<file path="src/rtl/xbus_pkg.sv">
package xbus_pkg;
   typedef struct packed {
      logic valid;
      logic data;
      logic collision;
      logic multiport;
   } rx_stat_t;

   localparam rx_stat_t RX_IDLE = '{valid: 1'b0, data: 1'b0, collision: 1'b0, multiport: 1'b0};

   function automatic int cnt_width(input int max_val);
      return (max_val < 2) ? 1 : $clog2(max_val + 1);
   endfunction
endpackage

</file>
<file path="src/rtl/xbus_sync.sv">
module xbus_sync #(
   parameter int   STAGES  = 2,
   parameter int   WIDTH   = 1,
   parameter logic RST_VAL = 1'b0
) (
   input  logic             clk,
   input  logic             rst_n,
   input  logic [WIDTH-1:0] d,
   output logic [WIDTH-1:0] q
);
   generate
      if (STAGES < 2) begin : g_bad
         $error("xbus_sync: STAGES must be at least 2");
      end
   endgenerate

   logic [WIDTH-1:0] chain [STAGES];

   always_ff @(posedge clk or negedge rst_n) begin
      if (!rst_n) begin
         for (int i = 0; i < STAGES; i++) chain[i] <= {WIDTH{RST_VAL}};
      end else begin
         chain[0] <= d;
         for (int i = 1; i < STAGES; i++) chain[i] <= chain[i-1];
      end
   end

   assign q = chain[STAGES-1];
endmodule

</file>
<file path="src/rtl/xbus_jam.sv">
module xbus_jam #(
   parameter int JAM_CYCLES = 8
) (
   input  logic clk,
   input  logic rst_n,
   input  logic trigger,
   input  logic mp_in,
   output logic busy,
   output logic multiport
);
   localparam int CW = xbus_pkg::cnt_width(JAM_CYCLES);
   localparam logic [CW-1:0] LOAD = CW'(JAM_CYCLES);

   generate
      if (JAM_CYCLES < 1) begin : g_bad
         $error("xbus_jam: JAM_CYCLES must be at least 1");
      end
   endgenerate

   logic [CW-1:0] cnt_q;
   logic          mp_q;

   always_ff @(posedge clk or negedge rst_n) begin
      if (!rst_n) begin
         cnt_q <= '0;
         mp_q  <= 1'b0;
      end else if (trigger) begin
         cnt_q <= LOAD;
         mp_q  <= mp_in;
      end else if (cnt_q != '0) begin
         cnt_q <= cnt_q - 1'b1;
      end
   end

   assign busy      = (cnt_q != '0);
   assign multiport = mp_q;
endmodule

</file>
<file path="src/rtl/xbus_rx.sv">
module xbus_rx (
   input  logic                clk,
   input  logic                rst_n,
   input  logic                listen,
   input  logic                dat_in,
   input  logic                jam_in,
   output xbus_pkg::rx_stat_t  stat
);
   import xbus_pkg::*;

   rx_stat_t cap_q;

   always_ff @(posedge clk or negedge rst_n) begin
      if (!rst_n) begin
         cap_q <= RX_IDLE;
      end else if (listen) begin
         cap_q.valid     <= 1'b1;
         cap_q.data      <= dat_in & ~jam_in;
         cap_q.collision <= jam_in;
         cap_q.multiport <= jam_in & ~dat_in;
      end else begin
         cap_q <= RX_IDLE;
      end
   end

   assign stat = listen ? cap_q : RX_IDLE;
endmodule

</file>
<file path="src/rtl/rptr_xbus_if.sv">
module rptr_xbus_if #(
   parameter int SYNC_STAGES = 2,
   parameter int JAM_CYCLES  = 8
) (
   input  logic clk,
   input  logic rst_n,
   input  logic core_active,
   input  logic core_data,
   input  logic core_collision,
   input  logic core_multiport,
   output logic req_n,
   input  logic grant_n,
   input  logic xcol_n,
   input  logic dat_in,
   output logic dat_out,
   output logic dat_oe,
   input  logic jam_in,
   output logic jam_out,
   output logic jam_oe,
   output logic jam_active,
   output logic rx_valid,
   output logic rx_data,
   output logic rx_collision,
   output logic rx_multiport
);
   import xbus_pkg::*;

   logic [1:0] async_in;
   logic [1:0] sync_out;
   logic       grant_s;
   logic       xcol_s;
   logic       req_q;
   logic       owner;
   logic       listen;
   logic       trigger;
   logic       jam_busy;
   logic       jam_mp;
   rx_stat_t   rx_stat;

   assign async_in = {~xcol_n, ~grant_n};

   xbus_sync #(.STAGES(SYNC_STAGES), .WIDTH(2), .RST_VAL(1'b0)) u_sync (
      .clk   (clk),
      .rst_n (rst_n),
      .d     (async_in),
      .q     (sync_out)
   );

   assign grant_s = sync_out[0];
   assign xcol_s  = sync_out[1];

   assign trigger = xcol_s | core_collision;

   xbus_jam #(.JAM_CYCLES(JAM_CYCLES)) u_jam (
      .clk       (clk),
      .rst_n     (rst_n),
      .trigger   (trigger),
      .mp_in     (xcol_s | core_multiport),
      .busy      (jam_busy),
      .multiport (jam_mp)
   );

   always_ff @(posedge clk or negedge rst_n) begin
      if (!rst_n) req_q <= 1'b0;
      else        req_q <= core_active | jam_busy | trigger;
   end

   assign owner  = grant_s & req_q;
   assign listen = grant_s & ~req_q;

   xbus_rx u_rx (
      .clk    (clk),
      .rst_n  (rst_n),
      .listen (listen),
      .dat_in (dat_in),
      .jam_in (jam_in),
      .stat   (rx_stat)
   );

   assign req_n        = ~req_q;
   assign dat_oe       = owner;
   assign jam_oe       = owner;
   assign jam_out      = jam_busy;
   assign dat_out      = jam_busy ? ~jam_mp : core_data;
   assign jam_active   = jam_busy;
   assign rx_valid     = rx_stat.valid;
   assign rx_data      = rx_stat.data;
   assign rx_collision = rx_stat.collision;
   assign rx_multiport = rx_stat.multiport;
endmodule

</file>
<file path="config.mk">
export PLATFORM = sky130hd
export DESIGN_NAME = rptr_xbus_if
export DESIGN_NICKNAME = d
export VERILOG_FILES = /design/src/rtl/xbus_pkg.sv /design/src/rtl/xbus_sync.sv /design/src/rtl/xbus_jam.sv /design/src/rtl/xbus_rx.sv /design/src/rtl/rptr_xbus_if.sv
export SDC_FILE = /design/constraint.sdc
export NUM_CORES = 1
export LEC_CHECK = 0
export BUFFER_PORTS_ARGS = -buffer_cell sky130_fd_sc_hd__buf_4
export CORE_MARGIN = 10
export CORE_UTILIZATION = 46
export DETAILED_ROUTE_END_ITERATION = 10
export PLACE_DENSITY_LB_ADDON = 0.15
export SLEW_MARGIN = 0
export SYNTH_ARGS = -nofsm -noshare
export SYNTH_HDL_FRONTEND = slang
export SYNTH_SLANG_ARGS = --single-unit
export TNS_END_PERCENT = 100
</file>
<file path="constraint.sdc">
create_clock -name clk -period 2 [get_ports clk]
set_clock_uncertainty 0.15 [all_clocks]
set_input_delay 0.4 -clock clk [delete_from_list [all_inputs] [get_ports clk]]
set_output_delay 0.4 -clock clk [all_outputs]
set_load 0.05 [all_outputs]
</file>
==> flow_summary.ini, run 1 <==
[pwr]
clkPwrFrac_pct = 25.9
leakage_nw = 0.438
internal_power_mw = 0.431
irDropWorstVdd_uv = 450
pwr-share-seq_pct = 51.7
combinationalPowerShare_pct = 22.4
power_density_mw_per_mm2 = 680
p_sw_mw = 0.160
swShare_pct = 27.1

[cts]
clock_latency_ns = 0.28
cts_made_buffers = 3
clock-root-buffer = clkbuf_4
clk_pin_slew_ns = 0.07
clockBufferDepth = 2
cts_tree = yes
h-tree-depth = 1
clock_sinks = 14

[routing]
drc = 0
vias_per_cell = 4.92
routed_wl_um = 1250
detail-route-antenna-nets = 0
vias = 458
dr.first_iter.drc_count = 6
wl_per_cell_um = 13.5
drtPass1Iterations = 3

[cells_and_area]
areaGrowthSynthToFinish_pct = 42.1
layout.nets = 91
n_fill_cell = 106
drive_above_1_share_pct = 46.2
design_area_um2 = 870
antenna_cells = 0
final_util_pct = 67.7

[synth]
ys_ff_latch = 14
yosysTopAreaCell = dfrtp_1
synthTopCellsByArea = dfrtp_1 (57%), and2_1 (6.1%), inv_1 (3.7%), and3b_1 (2.9%), a2111oi_2 (2.5%)
synth_commonest_cells = dfrtp_1 (14), and2_1 (6), inv_1 (6)
synth.avg_cell_area_um2 = 12.0
synth_area_um2 = 612
synthArstFlopShare_pct = 100
synth_top_area_share_pct = 57.3
yosysWarnings = 0
postSynthCellCount = 51
synth_edf_count = 0
ys_seq_area_share_pct = 57.3
yosys.cell_count.top_type = dfrtp_1
synthFlopType = dfrtp_1
synth_fp_nets = 62
yosysUniqueCellTypes = 25

[die]
core-area_mm2 = 0.00128
rows = 13
fp.dieW_um = 56.5
ios = 20
fp.dieH_um = 56.5
start_util_pct = 47.6
dieArea_mm2 = 0.00319

[setup_path]
crit_family = simple AND/OR/NAND/NOR gates
max_stage_delay_ns = 0.40
arrival_ns = 1.65
slowest_stage = or3b_4
critical_path_class = reg2out
path_buf_inv = 2
cp_max_fo = 2
required_ns = 1.45
end_kind = output pin
start_kind = register
path_cells = inv_1 -> ha_2 -> or3b_4 -> mux2i_4 -> buf_6

[timing]
slew_headroom_pct = 78.1
setup_ws_ns = -0.199
hold_violations = 0
drv_slew = 0
finalCritPeriodShare_pct = 110
worst_pin_slew_ns = 0.324
period_needed_ns = 2.20
clock.fmax_mhz = 455
grt_setup_unrepaired = true
setup_viol = 3

[run_status]
status = complete, but fails checks
violations = negative setup slack

[hold_path]
hold_class = in2reg

[place]
gp_congestion = 0.706
io_buffers = 19
postPlaceCellArea_um2 = 788
hpwlAfterDp_um = 917

[grt]
grt_pass1_wl_um = 2080
grt_pass1_vias = 482
grt-ovfl-total = 0
grt_antenna_before_repair = 0
grt_usage_pct = 8.02
grt_max_degree = 15

[run]
drv.max_cap_violation_count = 0
power groups by stage:
stage	sequential, mW	combinational, mW	clock, mW
after floorplan	0.309	0.0729	0
after global placement	0.310	0.111	0
after detailed placement	0.310	0.112	0
after CTS	0.305	0.124	0.158
after global routing	0.308	0.143	0.170
final	0.306	0.132	0.153
repair_timing:
action | CTS | global route
hold buffers | 1 | 0
setup buffers | 1 | 3
gates resized for setup | 5 | 1
pin swaps | 1 | 0
setup endpoints to repair | 3 | 7
endpoints found under the hold margin | 14 | 0
logic make-up after synthesis:
family / share of synthesized area, %
buffers and inverters: 6.95
multiplexers: 3.48
adder cells (fa/ha/maj): 2.04
AND/OR/NAND/NOR: 22.7
AO/OA/AOI/OAI: 7.57
flip-flops: 57.3
sequential cells by signal (all words and copies together) (netlist names):
name	flops
u_jam.cnt_q	4
u_rx.cap_q	4
u_sync.chain	2
u_sync.q	2
req_q	1
u_jam.multiport	1
routing by layer:
layer / share of wire, % / global-route usage (%)
met3: 10 / 5.39
met4: 1.1 / 3.09
met1: 40 / 7.46
met2: 48 / 13.5
met5: 0 / 0
stage by stage:
step                      std cells  hold WS, ns  power, mW  worst slack [ns]  TNS [ns]
after floorplan                  51      -0.0456      0.382           -0.0971   -0.0971
after global placement           85        0.109      0.421            0.0187         0
after detailed placement         85        0.108      0.423          -0.00153  -0.00153
after CTS                        90        0.104      0.587            -0.191    -0.531
after global routing             93       0.0992      0.620            -0.269    -0.739
final                            93        0.112      0.591            -0.199    -0.549
layout by cell type, fill, tap and decap left out, types with 2 or more instances in the layout:
| master | netlist | layout |
|---|---|---|
| buf_4 | 2 | 23 |
| dfrtp_1 | 14 | 14 |
| inv_1 | 6 | 6 |
| and2_1 | 6 | 6 |
| clkbuf_4 | 0 | 3 |
| buf_6 | 0 | 3 |
| and3b_1 | 2 | 2 |
final cells by class:
| type | count | area, um^2 | share of cell area [%] |
|---|---|---|---|
| Inverter | 6 | 22.5 | 2.59 |
| Tap cell | 15 | 18.8 | 2.16 |
| Timing Repair Buffer | 27 | 216 | 24.9 |
| Multi-Input combinational cell | 28 | 239 | 27.5 |
| Clock buffer | 3 | 22.5 | 2.59 |
| Sequential cell | 14 | 350 | 40.3 |
path summary, 6_finish.rpt:
path | cells past startpoint | slack, ns | to | startpoint
worst max-delay path | 5 | -0.20 | dat_out | u_jam.cnt_q[0]$_DFFE_PN0P_
worst min-delay path | 2 | 0.11 | u_sync.chain[3]$_DFF_PN0_ | xcol_n
worst max register to register | 5 | 0.13 | req_q$_DFF_PN0_ | u_jam.cnt_q[0]$_DFFE_PN0P_
worst min register to register | 0 | 0.20 | u_sync.q[1]$_DFF_PN0_ | u_sync.chain[3]$_DFF_PN0_
max in group asynchronous | 2 | 1.18 | u_rx.cap_q[1]$_DFF_PN0_ | rst_n
min in group asynchronous | 2 | 0.35 | u_sync.q[0]$_DFF_PN0_ | rst_n
Note: power is estimated with default switching activity, not from simulation.
==> run 2: changes to the inputs <==
--- a/config.mk
+++ b/config.mk
@@ -5,12 +5,12 @@
 export SDC_FILE = /design/constraint.sdc
 export NUM_CORES = 1
 export LEC_CHECK = 0
-export BUFFER_PORTS_ARGS = -buffer_cell sky130_fd_sc_hd__buf_4
+export BUFFER_PORTS_ARGS = -buffer_cell sky130_fd_sc_hd__buf_2
 export CORE_MARGIN = 10
 export CORE_UTILIZATION = 46
 export DETAILED_ROUTE_END_ITERATION = 10
 export PLACE_DENSITY_LB_ADDON = 0.15
-export SLEW_MARGIN = 0
+export SKIP_LAST_GASP = 1
 export SYNTH_ARGS = -nofsm -noshare
 export SYNTH_HDL_FRONTEND = slang
 export SYNTH_SLANG_ARGS = --single-unit
==> run 2 against run 1 <==
Via count down 1.1%. First-iteration DRC count fell by 83%. Sequential share of layout area increased by 2.0 points. The flow still finishes with violations (negative setup slack). Largest cell class unchanged. Critical endpoint unchanged. Global-route usage did not move. Count of clock-buffer cells in the layout increased by 1.
==> flow_summary.ini, run 2 (synthesis results as in run 1) <==
[timing]
slew_headroom_pct = 75.8
drv_slew = 0
clock.fmax_mhz = 456
worst_pin_slew_ns = 0.357
period_needed_ns = 2.19
setup_ws_ns = -0.191
setup_viol = 3
hold_violations = 0
grt_setup_unrepaired = true
finalCritPeriodShare_pct = 110

[setup_path]
slowest_stage = or3b_4
arrival_ns = 1.64
required_ns = 1.45
max_stage_delay_ns = 0.40
path_buf_inv = 2
cp_max_fo = 2
crit_family = simple AND/OR/NAND/NOR gates
path_cells = inv_1 -> ha_2 -> or3b_4 -> mux2i_4 -> buf_6
critical_path_class = reg2out
end_kind = output pin
start_kind = register

[grt]
grt_usage_pct = 8.02
grtUsageMet1_pct = 8.10
grt_antenna_before_repair = 0
grt_pass1_wl_um = 2080
grtUsageMet2_pct = 13.5
grt.busiest_layer = met2
use_met3_pct = 4.27
grt_pass1_vias = 495
grt-ovfl-total = 0
grt_max_degree = 15

[pwr]
finalPower_mw = 0.627
irDropWorstVdd_uv = 648
p_sw_mw = 0.167
internal_power_mw = 0.461
pwr-share-seq_pct = 48.4
swShare_pct = 26.6
combinationalPowerShare_pct = 19.2
power_density_mw_per_mm2 = 758
leakage_nw = 0.426
clkPwrFrac_pct = 32.4

[die]
fp.dieW_um = 56.5
dieArea_mm2 = 0.00319
fp.dieH_um = 56.5
ios = 20
start_util_pct = 47.6
rows = 13
core-area_mm2 = 0.00128

[cells_and_area]
final_common_cell = buf_2
n_fill_cell = 117
antenna_cells = 0
drive_above_1_share_pct = 45.5
areaGrowthSynthToFinish_pct = 35.4
design_area_um2 = 828
final_cell_mix = buf_2 (16), dfrtp_1 (14), inv_1 (6), and2_1 (6), buf_4 (5)
layout.nets = 89
stdcell_count = 92
top_regs = u_jam.cnt_q x4, u_rx.cap_q x4

[cts]
clockBufferDepth = 2
clock_latency_ns = 0.27
cts_tree = yes
clock-root-buffer = clkbuf_4
clk_pin_slew_ns = 0.09
cts_made_buffers = 3
clock_sinks = 14
h-tree-depth = 1

[run]
drv.max_cap_violation_count = 0

[routing]
routed_wl_um = 1220
drtPass1Iterations = 2
wl_per_cell_um = 13.2
drc = 0
dr.first_iter.drc_count = 1
detail-route-antenna-nets = 0
vias = 453
vias_per_cell = 4.92

[run_status]
violations = negative setup slack
status = complete, but fails checks

[place]
hpwlAfterDp_um = 906
io_buffers = 19
gp_congestion = 0.658
dp.cells = 86
postPlaceCellArea_um2 = 748

[hold_path]
hold_class = in2reg
[run 2: final cells by class]
class | instances | area, um^2 | share of cell area [%]
Sequential cell | 14 | 350 | 42.3
Timing Repair Buffer | 25 | 161 | 19.5
Clock buffer | 4 | 36.3 | 4.38
Inverter | 6 | 22.5 | 2.72
Multi-Input combinational cell | 28 | 239 | 28.9
Tap cell | 15 | 18.8 | 2.27
[run 2: what timing repair did]
action                                  4_1_cts  5_1_grt
pin swaps                                     1        0
gates resized for setup                       9        0
buffers inserted                              1        0
hold buffers                                  1        0
endpoints found under the setup margin        7        3
hold endpoints to repair                     14        0
[run 2: stage by stage]
stage	hold slack, ns	setup TNS (ns)	util, %	setup slack [ns]
3_5_place_dp	0.161	-0.0750	58.2	-0.0628
3_3_place_gp	0.161	-0.0220	58.2	-0.0220
4_1_cts	0.0980	-0.577	64.5	-0.207
2_1_floorplan	-0.0456	-0.0971	-	-0.0971
5_1_grt	0.0973	-0.746	64.5	-0.266
6_report	0.101	-0.534	64.5	-0.191
[run 2: power groups by stage]
stage / Sequential, mW / Clock [mW] / Combinational (mW)
4_1_cts: 0.304 / 0.209 / 0.121
3_5_place_dp: 0.309 / 0 / 0.106
3_3_place_gp: 0.309 / 0 / 0.105
2_1_floorplan: 0.309 / 0 / 0.0729
5_1_grt: 0.305 / 0.221 / 0.131
6_report: 0.304 / 0.203 / 0.120
[run 2: routing by layer]
| layer | vias up | routed length, um |
|---|---|---|
| met1 | 212 | 526 |
| li1 | 221 | - |
| met2 | 16 | 579 |
| met4 | 0 | 14 |
| met5 | - | 0 |
| met3 | 4 | 94 |
[run 2: path summary, 6_finish.rpt]
kind	startpoint	to	slack, ns	depth (start not counted)
max	u_jam.cnt_q[1]$_DFFE_PN0P_	dat_out	-0.19	5
min	grant_n	u_sync.chain[2]$_DFF_PN0_	0.10	2
max reg2reg	u_jam.cnt_q[1]$_DFFE_PN0P_	req_q$_DFF_PN0_	0.13	5
min reg2reg	u_sync.chain[3]$_DFF_PN0_	u_sync.q[1]$_DFF_PN0_	0.21	0
max in group asynchronous	rst_n	u_rx.cap_q[2]$_DFF_PN0_	1.09	2
min in group asynchronous	rst_n	u_jam.cnt_q[1]$_DFFE_PN0P_	0.38	2
